### src/rtl/ep_status_pkg.sv
package ep_status_pkg;

  typedef struct packed {
    logic       stall;
    logic [1:0] full;   // [0] primary, [1] secondary
    logic       pid;
    logic       ovw;
    logic       hold;
    logic       busy;
    logic       fptr;
    logic       dptr;
  } ep_state_t;

  localparam logic [3:0] OP_STALL   = 4'h4;
  localparam logic [3:0] OP_UNSTALL = 4'h8;

  function automatic logic [7:0] pack_status(input ep_state_t s, input logic cpu_sel);
    return {s.stall, s.full[1], s.full[0], s.pid, s.ovw, s.hold, cpu_sel, 1'b0};
  endfunction

endpackage

### src/rtl/ep_onehot.sv
module ep_onehot #(
  parameter int N   = 16,
  parameter int IDW = 4
) (
  input  logic           valid,
  input  logic [IDW-1:0] idx,
  output logic [N-1:0]   hot
);
  for (genvar g = 0; g < N; g++) begin : g_bit
    assign hot[g] = valid && (idx == IDW'(g));
  end
endmodule

### src/rtl/ep_cmd_decode.sv
module ep_cmd_decode
  import ep_status_pkg::*;
#(
  parameter int NUM_EP = 16,
  localparam int EPW   = $clog2(NUM_EP)
) (
  input  logic              cmd_valid,
  input  logic [7:0]        cmd_code,
  output logic [NUM_EP-1:0] stall_hot,
  output logic [NUM_EP-1:0] unstall_hot
);
  logic in_range;
  logic is_stall;
  logic is_unstall;

  assign in_range   = ({28'd0, cmd_code[3:0]} < NUM_EP);
  assign is_stall   = cmd_valid && in_range && (cmd_code[7:4] == OP_STALL);
  assign is_unstall = cmd_valid && in_range && (cmd_code[7:4] == OP_UNSTALL);

  ep_onehot #(.N(NUM_EP), .IDW(EPW)) u_stall_hot (
    .valid(is_stall), .idx(cmd_code[EPW-1:0]), .hot(stall_hot)
  );
  ep_onehot #(.N(NUM_EP), .IDW(EPW)) u_unstall_hot (
    .valid(is_unstall), .idx(cmd_code[EPW-1:0]), .hot(unstall_hot)
  );
endmodule

### src/rtl/ep_slot.sv
module ep_slot
  import ep_status_pkg::*;
#(
  parameter bit IS_CTRL = 1'b0,
  parameter bit IS_IN   = 1'b0
) (
  input  logic       clk,
  input  logic       rst_n,
  input  logic       tok,
  input  logic       wr_done,
  input  logic       fill,
  input  logic       drain,
  input  logic       stall_cmd,
  input  logic       unstall_cmd,
  input  logic       rd_clr,
  output logic [7:0] status
);
  ep_state_t st, nx;
  logic      reinit;

  always_comb begin
    nx     = st;
    reinit = 1'b0;
    // clear-on-read uses the captured state
    if (rd_clr && !st.busy) nx.ovw = 1'b0;
    // SETUP token first
    if (IS_CTRL && tok) begin
      if (nx.stall) reinit = 1'b1;
      nx.stall = 1'b0;
      if (nx.hold || nx.busy) nx.ovw = 1'b1;
      nx.busy = 1'b1;
      nx.hold = 1'b0;
    end
    // command after token
    if (stall_cmd) nx.stall = 1'b1;
    if (unstall_cmd) begin
      nx.stall = 1'b0;
      reinit   = 1'b1;
    end
    if (reinit) begin
      nx.full = 2'b00;
      nx.pid  = 1'b0;
      nx.fptr = 1'b0;
      nx.dptr = 1'b0;
    end
    if (IS_CTRL && wr_done && nx.busy) begin
      nx.busy = 1'b0;
      nx.hold = 1'b1;
    end
    if (drain) nx.hold = 1'b0;
    // buffer traffic
    if (!reinit && !nx.stall) begin
      if (fill && !nx.full[nx.fptr]) begin
        nx.full[nx.fptr] = 1'b1;
        nx.fptr          = ~nx.fptr;
        if (!IS_IN) nx.pid = ~nx.pid;
      end
      if (drain && nx.full[nx.dptr]) begin
        nx.full[nx.dptr] = 1'b0;
        nx.dptr          = ~nx.dptr;
        if (IS_IN) nx.pid = ~nx.pid;
      end
    end
  end

  always_ff @(posedge clk) begin
    if (!rst_n) st <= '0;
    else        st <= nx;
  end

  assign status = pack_status(st, IS_IN ? st.fptr : st.dptr);
endmodule

### src/rtl/ep_status_rd.sv
module ep_status_rd #(
  parameter int NUM_EP = 16,
  localparam int EPW   = $clog2(NUM_EP)
) (
  input  logic                  clk,
  input  logic                  rst_n,
  input  logic [NUM_EP-1:0][7:0] stat_arr,
  input  logic                  rd_req,
  input  logic [EPW-1:0]        rd_ep,
  output logic                  rd_valid,
  output logic [7:0]            rd_data
);
  always_ff @(posedge clk) begin
    if (!rst_n) begin
      rd_valid <= 1'b0;
      rd_data  <= 8'h00;
    end else begin
      rd_valid <= rd_req;
      if (rd_req) rd_data <= stat_arr[rd_ep];
    end
  end
endmodule

### src/rtl/usb_ep_status_mgr.sv
module usb_ep_status_mgr #(
  parameter int              NUM_EP    = 16,
  parameter logic [NUM_EP-1:0] CTRL_MASK = 16'h0003,
  parameter logic [NUM_EP-1:0] IN_MASK   = 16'hAAAA
) (
  input  logic       clk,
  input  logic       rst_n,
  input  logic       cmd_valid,
  input  logic [7:0] cmd_code,
  input  logic       setup_tok,
  input  logic [3:0] setup_tok_ep,
  input  logic       setup_wr_done,
  input  logic [3:0] setup_wr_ep,
  input  logic       buf_fill,
  input  logic [3:0] buf_fill_ep,
  input  logic       buf_drain,
  input  logic [3:0] buf_drain_ep,
  input  logic       rd_req,
  input  logic [3:0] rd_ep,
  output logic       rd_valid,
  output logic [7:0] rd_data
);
  localparam int EPW = $clog2(NUM_EP);

  logic [NUM_EP-1:0]      tok_hot, wr_hot, fill_hot, drain_hot, rd_hot;
  logic [NUM_EP-1:0]      stall_hot, unstall_hot;
  logic [NUM_EP-1:0][7:0] stat_arr;

  ep_cmd_decode #(.NUM_EP(NUM_EP)) u_dec (
    .cmd_valid(cmd_valid), .cmd_code(cmd_code),
    .stall_hot(stall_hot), .unstall_hot(unstall_hot)
  );

  ep_onehot #(.N(NUM_EP), .IDW(EPW)) u_tok_hot (
    .valid(setup_tok), .idx(setup_tok_ep[EPW-1:0]), .hot(tok_hot));
  ep_onehot #(.N(NUM_EP), .IDW(EPW)) u_wr_hot (
    .valid(setup_wr_done), .idx(setup_wr_ep[EPW-1:0]), .hot(wr_hot));
  ep_onehot #(.N(NUM_EP), .IDW(EPW)) u_fill_hot (
    .valid(buf_fill), .idx(buf_fill_ep[EPW-1:0]), .hot(fill_hot));
  ep_onehot #(.N(NUM_EP), .IDW(EPW)) u_drain_hot (
    .valid(buf_drain), .idx(buf_drain_ep[EPW-1:0]), .hot(drain_hot));
  ep_onehot #(.N(NUM_EP), .IDW(EPW)) u_rd_hot (
    .valid(rd_req), .idx(rd_ep[EPW-1:0]), .hot(rd_hot));

  for (genvar g = 0; g < NUM_EP; g++) begin : g_ep
    ep_slot #(.IS_CTRL(CTRL_MASK[g]), .IS_IN(IN_MASK[g])) u_slot (
      .clk(clk), .rst_n(rst_n),
      .tok(tok_hot[g]), .wr_done(wr_hot[g]),
      .fill(fill_hot[g]), .drain(drain_hot[g]),
      .stall_cmd(stall_hot[g]), .unstall_cmd(unstall_hot[g]),
      .rd_clr(rd_hot[g]), .status(stat_arr[g])
    );
  end

  ep_status_rd #(.NUM_EP(NUM_EP)) u_rd (
    .clk(clk), .rst_n(rst_n), .stat_arr(stat_arr),
    .rd_req(rd_req), .rd_ep(rd_ep[EPW-1:0]),
    .rd_valid(rd_valid), .rd_data(rd_data)
  );
endmodule

### config.mk
export PLATFORM = sky130hd
export DESIGN_NAME = usb_ep_status_mgr
export DESIGN_NICKNAME = d
export VERILOG_FILES = /design/src/rtl/ep_status_pkg.sv /design/src/rtl/ep_onehot.sv /design/src/rtl/ep_cmd_decode.sv /design/src/rtl/ep_slot.sv /design/src/rtl/ep_status_rd.sv /design/src/rtl/usb_ep_status_mgr.sv
export SDC_FILE = /design/constraint.sdc
export NUM_CORES = 1
export LEC_CHECK = 0
export BUFFER_PORTS_ARGS = -buffer_cell sky130_fd_sc_hd__buf_4
export CAP_MARGIN = 20
export CORE_MARGIN = 1
export CORE_UTILIZATION = 55
export CTS_CLUSTER_SIZE = 16
export DETAILED_ROUTE_END_ITERATION = 16
export PLACE_DENSITY = 0.73
export SLEW_MARGIN = 15
export SYNTH_ARGS = -nofsm -noshare
export SYNTH_HDL_FRONTEND = slang
export SYNTH_SLANG_ARGS = --single-unit
### constraint.sdc
create_clock -name clk -period 1.95 [get_ports clk]
set_clock_uncertainty 0.05 [all_clocks]
set_input_delay 0.0975 -clock clk [delete_from_list [all_inputs] [get_ports clk]]
set_output_delay 0.0975 -clock clk [all_outputs]
set_load 0.05 [all_outputs]
After elaboration in Yosys (flattened, before gate mapping)
Index checks and enable logic that the tools add are counted.

word-level totals
  flip-flop bits (word level) = 111
  input port bits = 36
  logic and storage cells = 856

operators by class
  magnitude comparators = 65
  equal/unequal tests = 50
  muxes and demuxes = 336
  bitwise operators = 97
  reductions and logical operators = 220

operators by type and width
  kind                                                                    number
  1-bit 2-to-1 mux                                                        186
  3-bit 2-to-1 mux                                                        58
  1-bit logical AND                                                       156
  2-bit 2-to-1 mux                                                        58
  4-bit equality test (second input constant)                             25
  1-bit by 2-bit < comparator with 1-bit output (second input constant)   32
  4-bit by 3-bit equality test with 1-bit output (second input constant)  13
  1-bit logical NOT                                                       50
  1-bit inverter                                                          49
  2-bit bitwise AND                                                       16
  8-bit binary-select mux with 4-bit select                               1
  1-bit demux with 1-bit select                                           32
  1-bit >= comparator (second input constant)                             32
  2-bit inverter                                                          16
  2-bit OR                                                                16
  4-bit by 1-bit equality test with 1-bit output (second input constant)  6
  4-bit by 2-bit equality test with 1-bit output (second input constant)  6
  4-bit logical NOT                                                       6
  8-bit 2-to-1 mux                                                        1
  2-bit OR reduction                                                      4
  4-bit by 5-bit < comparator with 1-bit output (second input constant)   1
  2-bit nonzero test                                                      2
  1-bit logical OR                                                        2

Logic depth before layout (Yosys ltp)
  depth after elaboration = 17
  gate-level depth with buffers = 8
  mapped depth without buffers = 6

By module
Synthesis repeated with hierarchy kept, for this count alone.

unflattened totals
  cells, all modules = 1034
  area, all modules = 8235.4 um^2

modules (own cells, without submodules)
  module                         instances  cells an instance  area each (um^2)
  ep_slot (g_ep[10].u_slot ...)  7          39                 335.3
  ep_slot (g_ep[11].u_slot ...)  6          42                 362.8
  ep_status_rd                   1          169                1425.1
  ep_onehot                      7          23                 117.6
  ep_slot (g_ep[1].u_slot)       1          66                 534.3
  ep_slot (g_ep[0].u_slot)       1          64                 521.8
  ep_slot (g_ep[9].u_slot)       1          46                 372.9
  ep_cmd_decode                  1          3                  33.8

Worst setup path after synthesis
OpenSTA, ideal clock, no wires.

  kind = input to register
  from = input port rd_ep[0]
  to = register u_rd.rd_data[1]
  setup time = 128 ps
  arrival time = 1752 ps
  setup slack = 21 ps
  cell stages on the path = 7
  path buffers = 3
  cells stage by stage = buf_2 buf_2 buf_2 mux4_2 mux4_2 mux2i_1 nor2_1

between the ends
  word-level cells in the longest chain between the ends = 2

RTL lines
  what                                       RTL line                 RTL
  start, declared                            usb_ep_status_mgr.sv:19  input logic [3:0] rd_ep,
  8-bit binary-select mux with 4-bit select  ep_status_rd.sv:19       if (rd_req) rd_data <= stat_arr[rd_ep];
  8-bit 2-to-1 mux (not written as such)     ep_status_rd.sv:19
  end signal, assigned                       ep_status_rd.sv:19
  end, declared                              ep_status_rd.sv:11       output logic [7:0] rd_data

Every way passes these cells. The select of a mux whose other input is x is not followed.
A chain may end at the register's enable or synchronous reset.

Final worst setup path
  from = register g_ep[11].u_slot.st, in the netlist g_ep[11].u_slot.status[5]
  to = register u_rd.rd_data[5]

between the ends
  word-level cells in the longest chain between the ends = 2

RTL lines
  what                                       RTL line            RTL
  start, declared                            ep_slot.sv:18       ep_state_t st, nx;
  start signal, assigned                     ep_slot.sv:68       else st <= nx;
  8-bit binary-select mux with 4-bit select  ep_status_rd.sv:19
  8-bit 2-to-1 mux (not written as such)     ep_status_rd.sv:19

Every way passes these cells. The select of a mux whose other input is x is not followed.

==> insert_results.sql <==
INSERT INTO impl_metrics (metric_group, metric, value, unit) VALUES
('yosys', 'synthesis.nets', '829', ''),
('worst_setup_path', 'critical_path_class', 'register to register', ''),
('clock_network', 'insertion_delay', '0.36', 'ns'),
('yosys', 'number_of_enable_flip_flop_cells_after_synthesis', '0', ''),
('placement', 'detailedPlace.worstSlack', '-0.00796', 'ns'),
('placement', 'place.gp.congestion', '1.05', ''),
('floorplanning', 'fp.coreArea', '11600', 'µm²'),
('power', 'powerDensity', '627', 'nW/µm²'),
('yosys', 'number_of_storage_elements_in_the_synthesis_netlist', '110', ''),
('layout', 'layout.core_utilization', '66.2', '%'),
('timing', 'rsz0062_at_grt', 'false', ''),
('yosys', 'synth_top_flop_cell', 'sky130_fd_sc_hd__dfxtp_1', ''),
('power', 'vdd.ir_drop.worst', '0.816', 'mV'),
('route', 'drcViolationCount', '5', ''),
('route', 'met3_length', '2280', 'µm'),
('floorplanning', 'design.die.area', '12500', 'µm²'),
('timing', 'slew_headroom', '59.3', '%'),
('worst_setup_path', 'critPathMaxFanout', '4', ''),
('clock_network', 'post_cts_resized', '0', ''),
('clock_network', 'cts-buffers-inserted', '9', ''),
('clock_network', 'htreeDepth', '3', ''),
('global_routing', 'track_usage', '36.0', '%'),
('timing', 'layout_setup_ws', '0.0649', 'ns'),
('yosys', 'synth.area.top_cells', 'sky130_fd_sc_hd__dfxtp_1 33%, sky130_fd_sc_hd__mux4_2 7.8%, sky130_fd_sc_hd__nand2_1 5.1%', ''),
('outcome', 'outcome', 'finished, violations left', ''),
('floorplanning', 'start_util', '57.2', '%'),
('global_routing', 'grt_first_pass_wirelength', '34900', 'µm'),
('route', 'drt-initial-drc-count', '805', ''),
('layout', 'antenna_cells', '0', ''),
('route', 'wirelength', '21900', 'µm'),
('yosys', 'top_area_cell_type_share_of_the_netlist_area', '33.2', '%'),
('yosys', 'syn-mean-instance-area', '8.37', 'µm²'),
('floorplanning', 'die_y', '112', 'µm'),
('floorplanning', 'placementRows', '39', ''),
('timing', 'fin_worst_hold_slack', '0.0247', 'ns'),
('timing', 'timing.fmax', '530', 'MHz'),
('clock_network', 'tritoncts_clock_tree', 'done', ''),
('route', 'via_count', '6963', ''),
('route', 'route.detailed.wl_per_inst', '21.7', 'µm'),
('route', 'route.top_layer_used', 'met4', ''),
('clock_network', 'number_of_clock_sinks_seen_by_cts', '110', ''),
('power', 'power.total', '4.82', 'mW'),
('global_routing', 'global_route_total_overflow', '0', ''),
('timing', 'min_period', '1.89', 'ns'),
('yosys', 'ys_types', '81', ''),
('route', 'wl_met2', '10000', 'µm'),
('clock_network', 'max_root_sink_buffers', '2', ''),
('timing', 'setup_viol_count_final', '0', ''),
('yosys', 'postSynth.asyncResetShare', '0', '%'),
('clock_network', 'library_cell_used_as_clock_root_buffer', 'sky130_fd_sc_hd__clkbuf_16', ''),
('hold_path', 'class_of_the_worst_hold_path', 'input port to register', ''),
('layout', 'share_of_cells_above_drive_strength_1', '18.5', '%'),
('yosys', 'post_synth_most_frequent_cells', '110 x sky130_fd_sc_hd__dfxtp_1, 91 x sky130_fd_sc_hd__nand2_1, 78 x sky130_fd_sc_hd__nor2_1', ''),
('timing', 'final.period_utilization', '96.7', '%'),
('outcome', 'failing_checks', 'design-rule violations', ''),
('global_routing', 'grt_antenna_before_repair', '0', ''),
('global_routing', 'grt_max_degree', '28', ''),
('yosys', 'yosys.cell_count.top_type', 'sky130_fd_sc_hd__dfxtp_1', ''),
('worst_setup_path', 'required', '2.15', 'ns'),
('route', 'final_antenna_net_count', '0', ''),
('floorplanning', 'boundaryPins', '45', ''),
('yosys', 'yosys.area.top_type', 'sky130_fd_sc_hd__dfxtp_1', ''),
('power', 'cell_internal_pwr', '3.53', 'mW'),
('worst_setup_path', 'start_kind', 'register', ''),
('floorplanning', 'dieWidth', '112', 'µm'),
('route', 'wl_met1', '8620', 'µm'),
('yosys', 'ys_seq_area_share', '33.2', '%'),
('run', 'cap_viol_max_count', '0', ''),
('timing', 'maxSlewViolCount', '0', ''),
('clock_network', 'clk_transition_reported_paths', '0.08', 'ns'),
('placement', 'hpwlAfterDp', '15900', 'µm');
## final timing paths
kind                                              from                                   to  slack [ns]  cells past startpoint
hold reg to reg    g_ep[0].u_slot.status[3]$_SDFF_PN0_  g_ep[0].u_slot.status[3]$_SDFF_PN0_        0.43                      2
setup / recovery  g_ep[11].u_slot.status[5]$_SDFF_PN0_         u_rd.rd_data[5]$_SDFFE_PN0P_        0.06                      6
hold / removal                                  rd_req         u_rd.rd_data[7]$_SDFFE_PN0P_        0.02                      3
setup reg to reg  g_ep[11].u_slot.status[5]$_SDFF_PN0_         u_rd.rd_data[5]$_SDFFE_PN0P_        0.06                      6
## worst max-delay path: stages, from the launching register on
cell and delay (ns):
sky130_fd_sc_hd__dfxtp_1 0.36, sky130_fd_sc_hd__mux4_2 0.52, sky130_fd_sc_hd__mux2_2 0.28, sky130_fd_sc_hd__a221oi_1 0.31, sky130_fd_sc_hd__nor2_1 0.09, sky130_fd_sc_hd__a21oi_1 0.12
sky130_fd_sc_hd__nor2_1 0.05
## logic make-up (layout without fill, tap and decap cells)
kind of cell	count (synthesis)	in the layout	share of synthesized area [%]
and+or+nand+nor	334	334	26.4
AOI/OAI and AO/OA	245	245	25.0
DFF	110	110	33.2
buffers and inverters	55	125	3.69
muxes	38	38	10.2
xor gates and xnor gates	10	10	1.43
other	1	1	0.0565
## per-layer routing
metal / vias to the layer above / GRT usage, %
met3: 85 / 7.78
met4: 0 / 18.2
li1: 3118 / -
met5: - / 0
met1: 3346 / 45.6
met2: 414 / 57.9
## power groups by stage
stage | Sequential, mW | Combinational [mW] | Clock, mW
after floorplan | 2.35 | 0.305 | 0
after global placement | 2.35 | 0.527 | 0
after detailed placement | 2.35 | 0.539 | 0
after CTS | 2.30 | 0.545 | 1.98
after global routing | 2.30 | 0.590 | 2.07
final | 2.30 | 0.563 | 1.96
## timing repair
item,in CTS,in global routing
setup buffers,0,0
hold endpoints to repair,2,0
hold buffers,1,0
## state kept, by name (all words and copies together) (netlist names)
name                flops
g_ep.u_slot.st         18
g_ep.u_slot.status     84
u_rd.rd_data            7
u_rd.rd_valid           1
## layout by cell type, fill, tap and decap left out, types with 8 or more instances in the layout
cell type / count
sky130_fd_sc_hd__dfxtp_1: 110
sky130_fd_sc_hd__nand2_1: 91
sky130_fd_sc_hd__buf_4: 86
sky130_fd_sc_hd__nor2_1: 78
sky130_fd_sc_hd__a21oi_1: 68
sky130_fd_sc_hd__o21ai_0: 39
sky130_fd_sc_hd__nand3_1: 31
sky130_fd_sc_hd__a31oi_1: 23
sky130_fd_sc_hd__mux4_2: 23
sky130_fd_sc_hd__and2_1: 19
sky130_fd_sc_hd__inv_1: 18
sky130_fd_sc_hd__nor3_1: 15
sky130_fd_sc_hd__nor2b_1: 14
sky130_fd_sc_hd__nand2b_1: 14
sky130_fd_sc_hd__nand4_1: 11
sky130_fd_sc_hd__o211ai_1: 10
sky130_fd_sc_hd__a22o_1: 10
sky130_fd_sc_hd__and3_1: 9
sky130_fd_sc_hd__a211oi_1: 9
sky130_fd_sc_hd__clkbuf_16: 9
sky130_fd_sc_hd__mux2_2: 8
sky130_fd_sc_hd__a22oi_1: 8
## stage by stage
| step | cell area, µm² | instances | TNS, ns |
|---|---|---|---|
| 2_1_floorplan | 6640 | 793 | 0 |
| 3_3_place_gp | 7370 | 989 | 0 |
| 3_5_place_dp | 7370 | 989 | -0.00796 |
| 4_1_cts | 7680 | 1006 | 0 |
| 5_1_grt | 7680 | 1006 | 0 |
| 6_report | 7680 | 1006 | 0 |
## final cells by class
type,instances,area [µm²]
Fill cell,941,3930
Timing Repair Buffer,91,736
Tap cell,143,179
Multi-Input combinational cell,628,4190
Sequential cell,110,2200
Clock inverter,5,65.1
Inverter,18,67.6
Clock buffer,11,243
Power figures use the tool's default switching activity.
